**config.mk**
```make
export PLATFORM = sky130hd
export DESIGN_NAME = sysint_top
export DESIGN_NICKNAME = d
export VERILOG_FILES = /design/src/rtl/sysint_pkg.sv /design/src/rtl/sysint_sync.sv /design/src/rtl/sysint_ctrl.sv /design/src/rtl/sysint_events.sv /design/src/rtl/sysint_data.sv /design/src/rtl/sysint_top.sv
export SDC_FILE = /design/constraint.sdc
export NUM_CORES = 1
export LEC_CHECK = 0
export BUFFER_PORTS_ARGS = -buffer_cell sky130_fd_sc_hd__buf_2
export CORE_MARGIN = 1.5
export CORE_UTILIZATION = 60
export DETAILED_ROUTE_END_ITERATION = 10
export GPL_ROUTABILITY_DRIVEN = 0
export PLACE_DENSITY = 0.78
export SLEW_MARGIN = 15
export SYNTH_ARGS = -nofsm -noshare
export SYNTH_HDL_FRONTEND = slang
export SYNTH_SLANG_ARGS = --single-unit
```
**constraint.sdc**
```tcl
create_clock -name clk -period 2.43 [get_ports clk]
set_clock_uncertainty 0.15 [all_clocks]
set_input_delay 0.486 -clock clk [delete_from_list [all_inputs] [get_ports clk]]
set_output_delay 0.486 -clock clk [all_outputs]
set_load 0.1 [all_outputs]
```
**src/rtl/sysint_pkg.sv**
```systemverilog
package sysint_pkg;
  localparam int FLAG_W = 12;

  localparam int B_LINWAKE = 0;
  localparam int B_CANWAKE = 1;
  localparam int B_WDRST   = 2;
  localparam int B_WAKE    = 3;
  localparam int B_LINFAIL = 4;
  localparam int B_CANFAIL = 5;
  localparam int B_RSVD    = 6;
  localparam int B_SUPPLY  = 7;
  localparam int B_GND     = 8;
  localparam int B_SPIFAIL = 9;
  localparam int B_TEMP    = 10;
  localparam int B_WDTO    = 11;

  typedef struct packed {
    logic active;
    logic shiftIn;
    logic shiftOut;
    logic snap;
    logic accept;
    logic reject;
  } sysint_strobe_t;
endpackage

```
**src/rtl/sysint_sync.sv**
```systemverilog
module sysint_sync #(
  parameter int WIDTH = 1,
  parameter int STAGES = 2,
  parameter logic [WIDTH-1:0] RST_VAL = '0
) (
  input  logic             clk,
  input  logic             rstN,
  input  logic [WIDTH-1:0] d,
  output logic [WIDTH-1:0] q
);
  logic [WIDTH-1:0] stage [STAGES];

  genvar g;
  generate
    for (g = 0; g < STAGES; g++) begin : gStage
      if (g == 0) begin : gFirst
        always_ff @(posedge clk or negedge rstN)
          if (!rstN) stage[g] <= RST_VAL;
          else       stage[g] <= d;
      end else begin : gNext
        always_ff @(posedge clk or negedge rstN)
          if (!rstN) stage[g] <= RST_VAL;
          else       stage[g] <= stage[g-1];
      end
    end
  endgenerate

  assign q = stage[STAGES-1];
endmodule

```
**src/rtl/sysint_ctrl.sv**
```systemverilog
module sysint_ctrl
  import sysint_pkg::*;
#(
  parameter int FRAME_BITS = 16,
  parameter int SYNC_STAGES = 2
) (
  input  logic           clk,
  input  logic           rstN,
  input  logic           spiSck,
  input  logic           spiCsN,
  input  logic           spiSdi,
  output sysint_strobe_t strb,
  output logic           sdiBit
);
  localparam int CNT_W = $clog2(FRAME_BITS) + 1;
  localparam logic [CNT_W-1:0] CNT_MAX = '1;
  localparam logic [CNT_W-1:0] CNT_GOOD = CNT_W'(FRAME_BITS);

  logic [2:0] pinS;
  logic sckS, csS;
  logic sckPrev, csPrev;
  logic [CNT_W-1:0] cntQ;
  logic csRise;

  sysint_sync #(.WIDTH(3), .STAGES(SYNC_STAGES), .RST_VAL(3'b010)) uPinSync (
    .clk(clk), .rstN(rstN), .d({spiSck, spiCsN, spiSdi}), .q(pinS)
  );

  assign sckS   = pinS[2];
  assign csS    = pinS[1];
  assign sdiBit = pinS[0];

  always_ff @(posedge clk or negedge rstN)
    if (!rstN) begin
      sckPrev <= 1'b0;
      csPrev  <= 1'b1;
    end else begin
      sckPrev <= sckS;
      csPrev  <= csS;
    end

  assign csRise = csS & ~csPrev;

  always_comb begin
    strb.active   = ~csS;
    strb.shiftIn  = ~csS & sckS & ~sckPrev;
    strb.shiftOut = ~csS & ~sckS & sckPrev;
    strb.snap     = ~csS & csPrev;
    strb.accept   = csRise & (cntQ == CNT_GOOD);
    strb.reject   = csRise & (cntQ != CNT_GOOD);
  end

  always_ff @(posedge clk or negedge rstN)
    if (!rstN)
      cntQ <= '0;
    else if (strb.snap)
      cntQ <= strb.shiftIn ? CNT_W'(1) : '0;
    else if (strb.shiftIn && cntQ != CNT_MAX)
      cntQ <= cntQ + 1'b1;
endmodule

```
**src/rtl/sysint_events.sv**
```systemverilog
module sysint_events
  import sysint_pkg::*;
#(
  parameter int SUP_W = 3,
  parameter int SYNC_STAGES = 2
) (
  input  logic              clk,
  input  logic              rstN,
  input  logic              tempWarn,
  input  logic              gndShift,
  input  logic              canFail,
  input  logic              linFail,
  input  logic [SUP_W-1:0]  supplyOk,
  input  logic              wakeN,
  input  logic              wdTimeoutPulse,
  input  logic              wdRestartPulse,
  input  logic              canWakePulse,
  input  logic              linWakePulse,
  output logic [FLAG_W-1:0] evtSet
);
  localparam int LVL_W = 4;

  logic [LVL_W-1:0] lvlS, lvlPrev, lvlChg;
  logic [SUP_W-1:0] supS, supPrev;
  logic wakeS, wakePrev;

  sysint_sync #(.WIDTH(LVL_W), .STAGES(SYNC_STAGES), .RST_VAL('0)) uLvlSync (
    .clk(clk), .rstN(rstN), .d({tempWarn, gndShift, canFail, linFail}), .q(lvlS)
  );
  sysint_sync #(.WIDTH(SUP_W), .STAGES(SYNC_STAGES), .RST_VAL('1)) uSupSync (
    .clk(clk), .rstN(rstN), .d(supplyOk), .q(supS)
  );
  sysint_sync #(.WIDTH(1), .STAGES(SYNC_STAGES), .RST_VAL(1'b1)) uWakeSync (
    .clk(clk), .rstN(rstN), .d(wakeN), .q(wakeS)
  );

  always_ff @(posedge clk or negedge rstN)
    if (!rstN) begin
      lvlPrev  <= '0;
      supPrev  <= '1;
      wakePrev <= 1'b1;
    end else begin
      lvlPrev  <= lvlS;
      supPrev  <= supS;
      wakePrev <= wakeS;
    end

  assign lvlChg = lvlS ^ lvlPrev;

  always_comb begin
    evtSet            = '0;
    evtSet[B_TEMP]    = lvlChg[3];
    evtSet[B_GND]     = lvlChg[2];
    evtSet[B_CANFAIL] = lvlChg[1];
    evtSet[B_LINFAIL] = lvlChg[0];
    evtSet[B_SUPPLY]  = |(supPrev & ~supS);
    evtSet[B_WAKE]    = wakePrev & ~wakeS;
    evtSet[B_WDTO]    = wdTimeoutPulse;
    evtSet[B_WDRST]   = wdRestartPulse;
    evtSet[B_CANWAKE] = canWakePulse;
    evtSet[B_LINWAKE] = linWakePulse;
  end
endmodule

```
**src/rtl/sysint_data.sv**
```systemverilog
module sysint_data
  import sysint_pkg::*;
#(
  parameter int FRAME_BITS = 16,
  parameter logic [1:0] ADDR_VAL = 2'b01
) (
  input  logic              clk,
  input  logic              rstN,
  input  sysint_strobe_t    strb,
  input  logic              sdiBit,
  input  logic [FLAG_W-1:0] evtSet,
  output logic [FLAG_W-1:0] flagQ,
  output logic [FLAG_W-1:0] enQ,
  output logic              sdoBit
);
  localparam int MSB = FRAME_BITS - 1;
  localparam int RO_POS = FRAME_BITS - 4;
  localparam int PAD_W = FRAME_BITS - FLAG_W;
  localparam logic [FLAG_W-1:0] RSVD_MASK = FLAG_W'(1) << B_RSVD;

  logic [MSB:0] shIn, shOut;
  logic [FLAG_W-1:0] snapQ, clearMask, setAll, flagNext;
  logic addrOk, ownAccess;

  assign addrOk    = (shIn[MSB:MSB-1] == ADDR_VAL);
  assign ownAccess = strb.accept & addrOk;

  always_ff @(posedge clk or negedge rstN)
    if (!rstN) shIn <= '0;
    else if (strb.shiftIn) shIn <= {shIn[MSB-1:0], sdiBit};

  always_ff @(posedge clk or negedge rstN)
    if (!rstN) begin
      shOut <= '0;
      snapQ <= '0;
    end else if (strb.snap) begin
      shOut <= {{PAD_W{1'b0}}, flagQ};
      snapQ <= flagQ;
    end else if (strb.shiftOut) begin
      shOut <= {shOut[MSB-1:0], 1'b0};
    end

  assign sdoBit = strb.active & shOut[MSB];

  always_comb begin
    clearMask = ownAccess ? snapQ : '0;
    setAll = evtSet;
    setAll[B_SPIFAIL] = evtSet[B_SPIFAIL] | strb.reject;
    flagNext = ((flagQ & ~clearMask) | setAll) & ~RSVD_MASK;
  end

  always_ff @(posedge clk or negedge rstN)
    if (!rstN) flagQ <= '0;
    else       flagQ <= flagNext;

  always_ff @(posedge clk or negedge rstN)
    if (!rstN) enQ <= '0;
    else if (ownAccess && !shIn[RO_POS]) enQ <= shIn[FLAG_W-1:0] & ~RSVD_MASK;
endmodule

```
**src/rtl/sysint_top.sv**
```systemverilog
module sysint_top
  import sysint_pkg::*;
#(
  parameter int FRAME_BITS = 16,
  parameter int SUP_W = 3,
  parameter int SYNC_STAGES = 2
) (
  input  logic             clk,
  input  logic             rstN,
  input  logic             spiSck,
  input  logic             spiCsN,
  input  logic             spiSdi,
  output logic             spiSdo,
  input  logic             tempWarn,
  input  logic             gndShift,
  input  logic             canFail,
  input  logic             linFail,
  input  logic [SUP_W-1:0] supplyOk,
  input  logic             wakeN,
  input  logic             wdTimeoutPulse,
  input  logic             wdRestartPulse,
  input  logic             canWakePulse,
  input  logic             linWakePulse,
  output logic             irqN
);
  sysint_strobe_t strb;
  logic sdiBit;
  logic [FLAG_W-1:0] evtSet, flagQ, enQ;

  sysint_ctrl #(.FRAME_BITS(FRAME_BITS), .SYNC_STAGES(SYNC_STAGES)) uCtrl (
    .clk(clk), .rstN(rstN), .spiSck(spiSck), .spiCsN(spiCsN), .spiSdi(spiSdi),
    .strb(strb), .sdiBit(sdiBit)
  );

  sysint_events #(.SUP_W(SUP_W), .SYNC_STAGES(SYNC_STAGES)) uEvents (
    .clk(clk), .rstN(rstN), .tempWarn(tempWarn), .gndShift(gndShift),
    .canFail(canFail), .linFail(linFail), .supplyOk(supplyOk), .wakeN(wakeN),
    .wdTimeoutPulse(wdTimeoutPulse), .wdRestartPulse(wdRestartPulse),
    .canWakePulse(canWakePulse), .linWakePulse(linWakePulse), .evtSet(evtSet)
  );

  sysint_data #(.FRAME_BITS(FRAME_BITS)) uData (
    .clk(clk), .rstN(rstN), .strb(strb), .sdiBit(sdiBit), .evtSet(evtSet),
    .flagQ(flagQ), .enQ(enQ), .sdoBit(spiSdo)
  );

  assign irqN = ~|(flagQ & enQ);
endmodule

```
==> flow_summary.yaml <==
outcome:
  status: "completed"
setup_path:
  path_cells: "a22o_1, a221oi_1, and3_1, buf_6"
  reg2regPathDepth: 6
  path_buf_inv: 1
  slowest_delay_ps: 400
  rr_endpoint: "uCtrl.cntQ[4]"
  path_depth: 4
  startpoint_type: "flip-flop"
  path_max_fanout: 3
  arrival_ps: 1660
  r2r_slack_ps: 460
  cp.required_ps: 1790
  cp_slowest_cell: "dfrtp_1"
  endpoint_kind: "output port"
  crit_family: "compound AO/OA/AOI/OAI gates"
  reg2reg_from: "uCtrl.cntQ[0]"
  path_class: "reg2out"
grt:
  gr-total-overflow: 0
  grt_pass1_vias: 2305
  grt_pass1_wl_mm: 11.4
  grt_antenna_before_repair: 0
  grt_use_total_pct: 21.3
  grt_max_degree: 55
floorplanning:
  die_area_sq_mm: 0.00690
  die_x_um: 83.1
  core_sq_mm: 0.00606
  start_util_pct: 63.5
  ios: 19
  dieHeight_um: 83.1
  rows: 28
worst_hold_path:
  hp-class: "in2reg"
  min-delay-start: "supplyOk[2]"
  min_path_cells: 1
  min_to: "uEvents.uSupSync.stage[5]"
yosys:
  ys_seq_area_share_pct: 66.9
  avgSynthCellArea_sq_um: 13.5
  synthTopCellsByArea: "dfrtp_1, dfstp_2, mux2_2"
  ys_warn_count: 0
  synth.distinct_cells: 38
  syn_nets: 304
  ys_seq_elements: 102
  syn_area_sq_mm: 0.00385
  synth.largest_area_cell: "dfrtp_1"
  syn_inst: 284
  netlist.area_leader.share_pct: 56.6
timing:
  relSlewSlack_pct: 63.1
  tns_ps: 0
  drv_slew: 0
  period_needed_ps: 2300
  finalCritPeriodShare_pct: 94.5
  setup-violations-final: 0
  maxClockFrequency_ghz: 0.435
  hold_viol: 0
  tightest_slew_ps: 553
  rsz0062_at_grt: "false"
clock_network:
  cts_tree: "built"
  clock-sinks: 102
  cts.reportedPaths.clkPinSlew_ps: 100
  cts_root_buf: "clkbuf_8"
  htree_levels: 3
  insertion_delay_ps: 360
  post-cts-setup-buffers: 0
  cts_max_path_buffers: 2
  numCtsBuffers: 9
routing:
  drc: 0
  drt_iter0_drc: 112
  via_per_inst: 5.73
  antenna_left: 0
  first_pass_iters: 4
  routed_wl_mm: 6.36
  wl_per_cell_um: 16.3
  vias: 2235
pwr:
  powerDensity_mw_per_mm2: 753
  leakage_uw: 0.00199
  irDropWorstVdd_mv: 0.504
finish:
  layout_commonest_cell: "dfrtp_1"
  finalNonFillerCells: 390
  layout_common_cells: "dfrtp_1, nand2_1, mux2_2, buf_2"
  area_growth_pct: 9.99
  fin_nets: 330
  diodes: 0
  drive_above_1_share_pct: 28.6
run:
  max_cap_viol_count: 0
place:
  port_buffers: 18
  place_hpwl_mm: 4.45
  placed_cells: 373
## worst register-to-register path, cell delays in order (launching register included)
cell	delay, ps
dfrtp_1	430
ha_1	220
and3_1	180
ha_1	220
nor4b_4	370
mux2i_1	230
nor2_1	60
## how the worst max path moves through the flow
stage / to / from
floorplan: irqN / uData.enQ[4]
global placement: irqN / uData.flagQ[4]
detailed placement: irqN / uData.flagQ[4]
CTS: irqN / uData.flagQ[4]
global route: irqN / uData.flagQ[4]
finish: irqN / uData.flagQ[4]
## flip-flops by register name, summed over array words and instances, names as in the netlist
register,count
uData.snapQ,11
uEvents.uSupSync.stage,3
uEvents.uWakeSync.stage,1
uCtrl.cntQ,5
uCtrl.uPinSync.stage,3
uCtrl.uPinSync.q,3
uEvents.supPrev,3
uData.shOut,16
uEvents.wakePrev,1
uEvents.uWakeSync.q,1
uData.enQ,11
uData.flagQ,11
uData.shIn,16
uCtrl.sckPrev,1
uEvents.lvlPrev,4
uEvents.uLvlSync.q,4
uEvents.uSupSync.q,3
uCtrl.csPrev,1
uEvents.uLvlSync.stage,4
## report_power, final
part	internal [uW]	switching, uW
combinational	117	114
clock	404	602
sequential	1850	99.7
total	2370	815
## cell usage after synthesis
cell	count
dfrtp_1	87
a22o_1	3
nor4b_4	1
and3_1	2
and4bb_2	1
clkbuf_1	5
mux2i_1	10
buf_6	3
o211ai_1	3
buf_2	2
nand4_1	1
a221oi_1	2
and4bb_1	1
nor4b_1	1
a222oi_1	1
o21ai_0	7
nor2b_1	2
a221o_1	1
o22ai_1	1
mux2_2	27
o31ai_1	1
ha_1	3
a21o_1	8
and3b_4	1
or3b_4	1
nand2b_1	3
nand2_1	50
xor2_1	4
dfstp_2	15
nor2_1	4
buf_4	2
nor3b_4	1
nand3_1	15
a32oi_1	5
o2bb2ai_1	1
a21oi_1	1
inv_1	7
clkbuf_8	1
## logic make-up (layout without fill, tap and decap cells)
group | count (synthesis) | count (layout) | share of synthesized area [%]
adders and majority gates | 3 | 3 | 0.976
and+or+nand+nor | 84 | 84 | 11.1
DFF | 102 | 102 | 66.9
xor gates and xnor gates | 4 | 4 | 0.911
muxes | 37 | 37 | 10.5
AOI/OAI and AO/OA | 34 | 34 | 6.57
buffers and inverters | 20 | 51 | 3.06
## per-stage QoR
stage / hold WS, ps / cell area (sq um) / power [uW] / util (%) / setup WS (ps)
floorplan: 40.4 / 3850 / 2110 / - / 231
global placement: 182 / 4020 / 2200 / 66.4 / 392
detailed placement: 185 / 4020 / 2220 / 66.4 / 346
CTS: 43.4 / 4230 / 3220 / 69.7 / 69.3
global route: 30.8 / 4230 / 3340 / 69.8 / 21.5
finish: 56.9 / 4230 / 3190 / 69.8 / 133
## metal layers
metal / wire (um) / part of all wire (%) / track usage, %
met1: 2820 / 44 / 28.6
met3: 331 / 5.2 / 7.36
met5: 0 / 0 / 0
met2: 3100 / 49 / 33.3
met4: 117 / 1.8 / 6.21
## final cells by class
cell class | count | area (sq um)
Multi-Input combinational cell | 162 | 1160
Tap cell | 75 | 93.8
Timing Repair Buffer | 28 | 189
Inverter | 7 | 26.3
Clock inverter | 6 | 62.6
Clock buffer | 10 | 128
Fill cell | 425 | 1830
Sequential cell | 102 | 2570
## timing repair
item,CTS,global route
hold endpoints to repair,23,0
gates resized for setup,1,1
endpoints found under the setup margin,1,1
hold buffers,1,0
No activity file was read; power rests on OpenSTA's default activity.
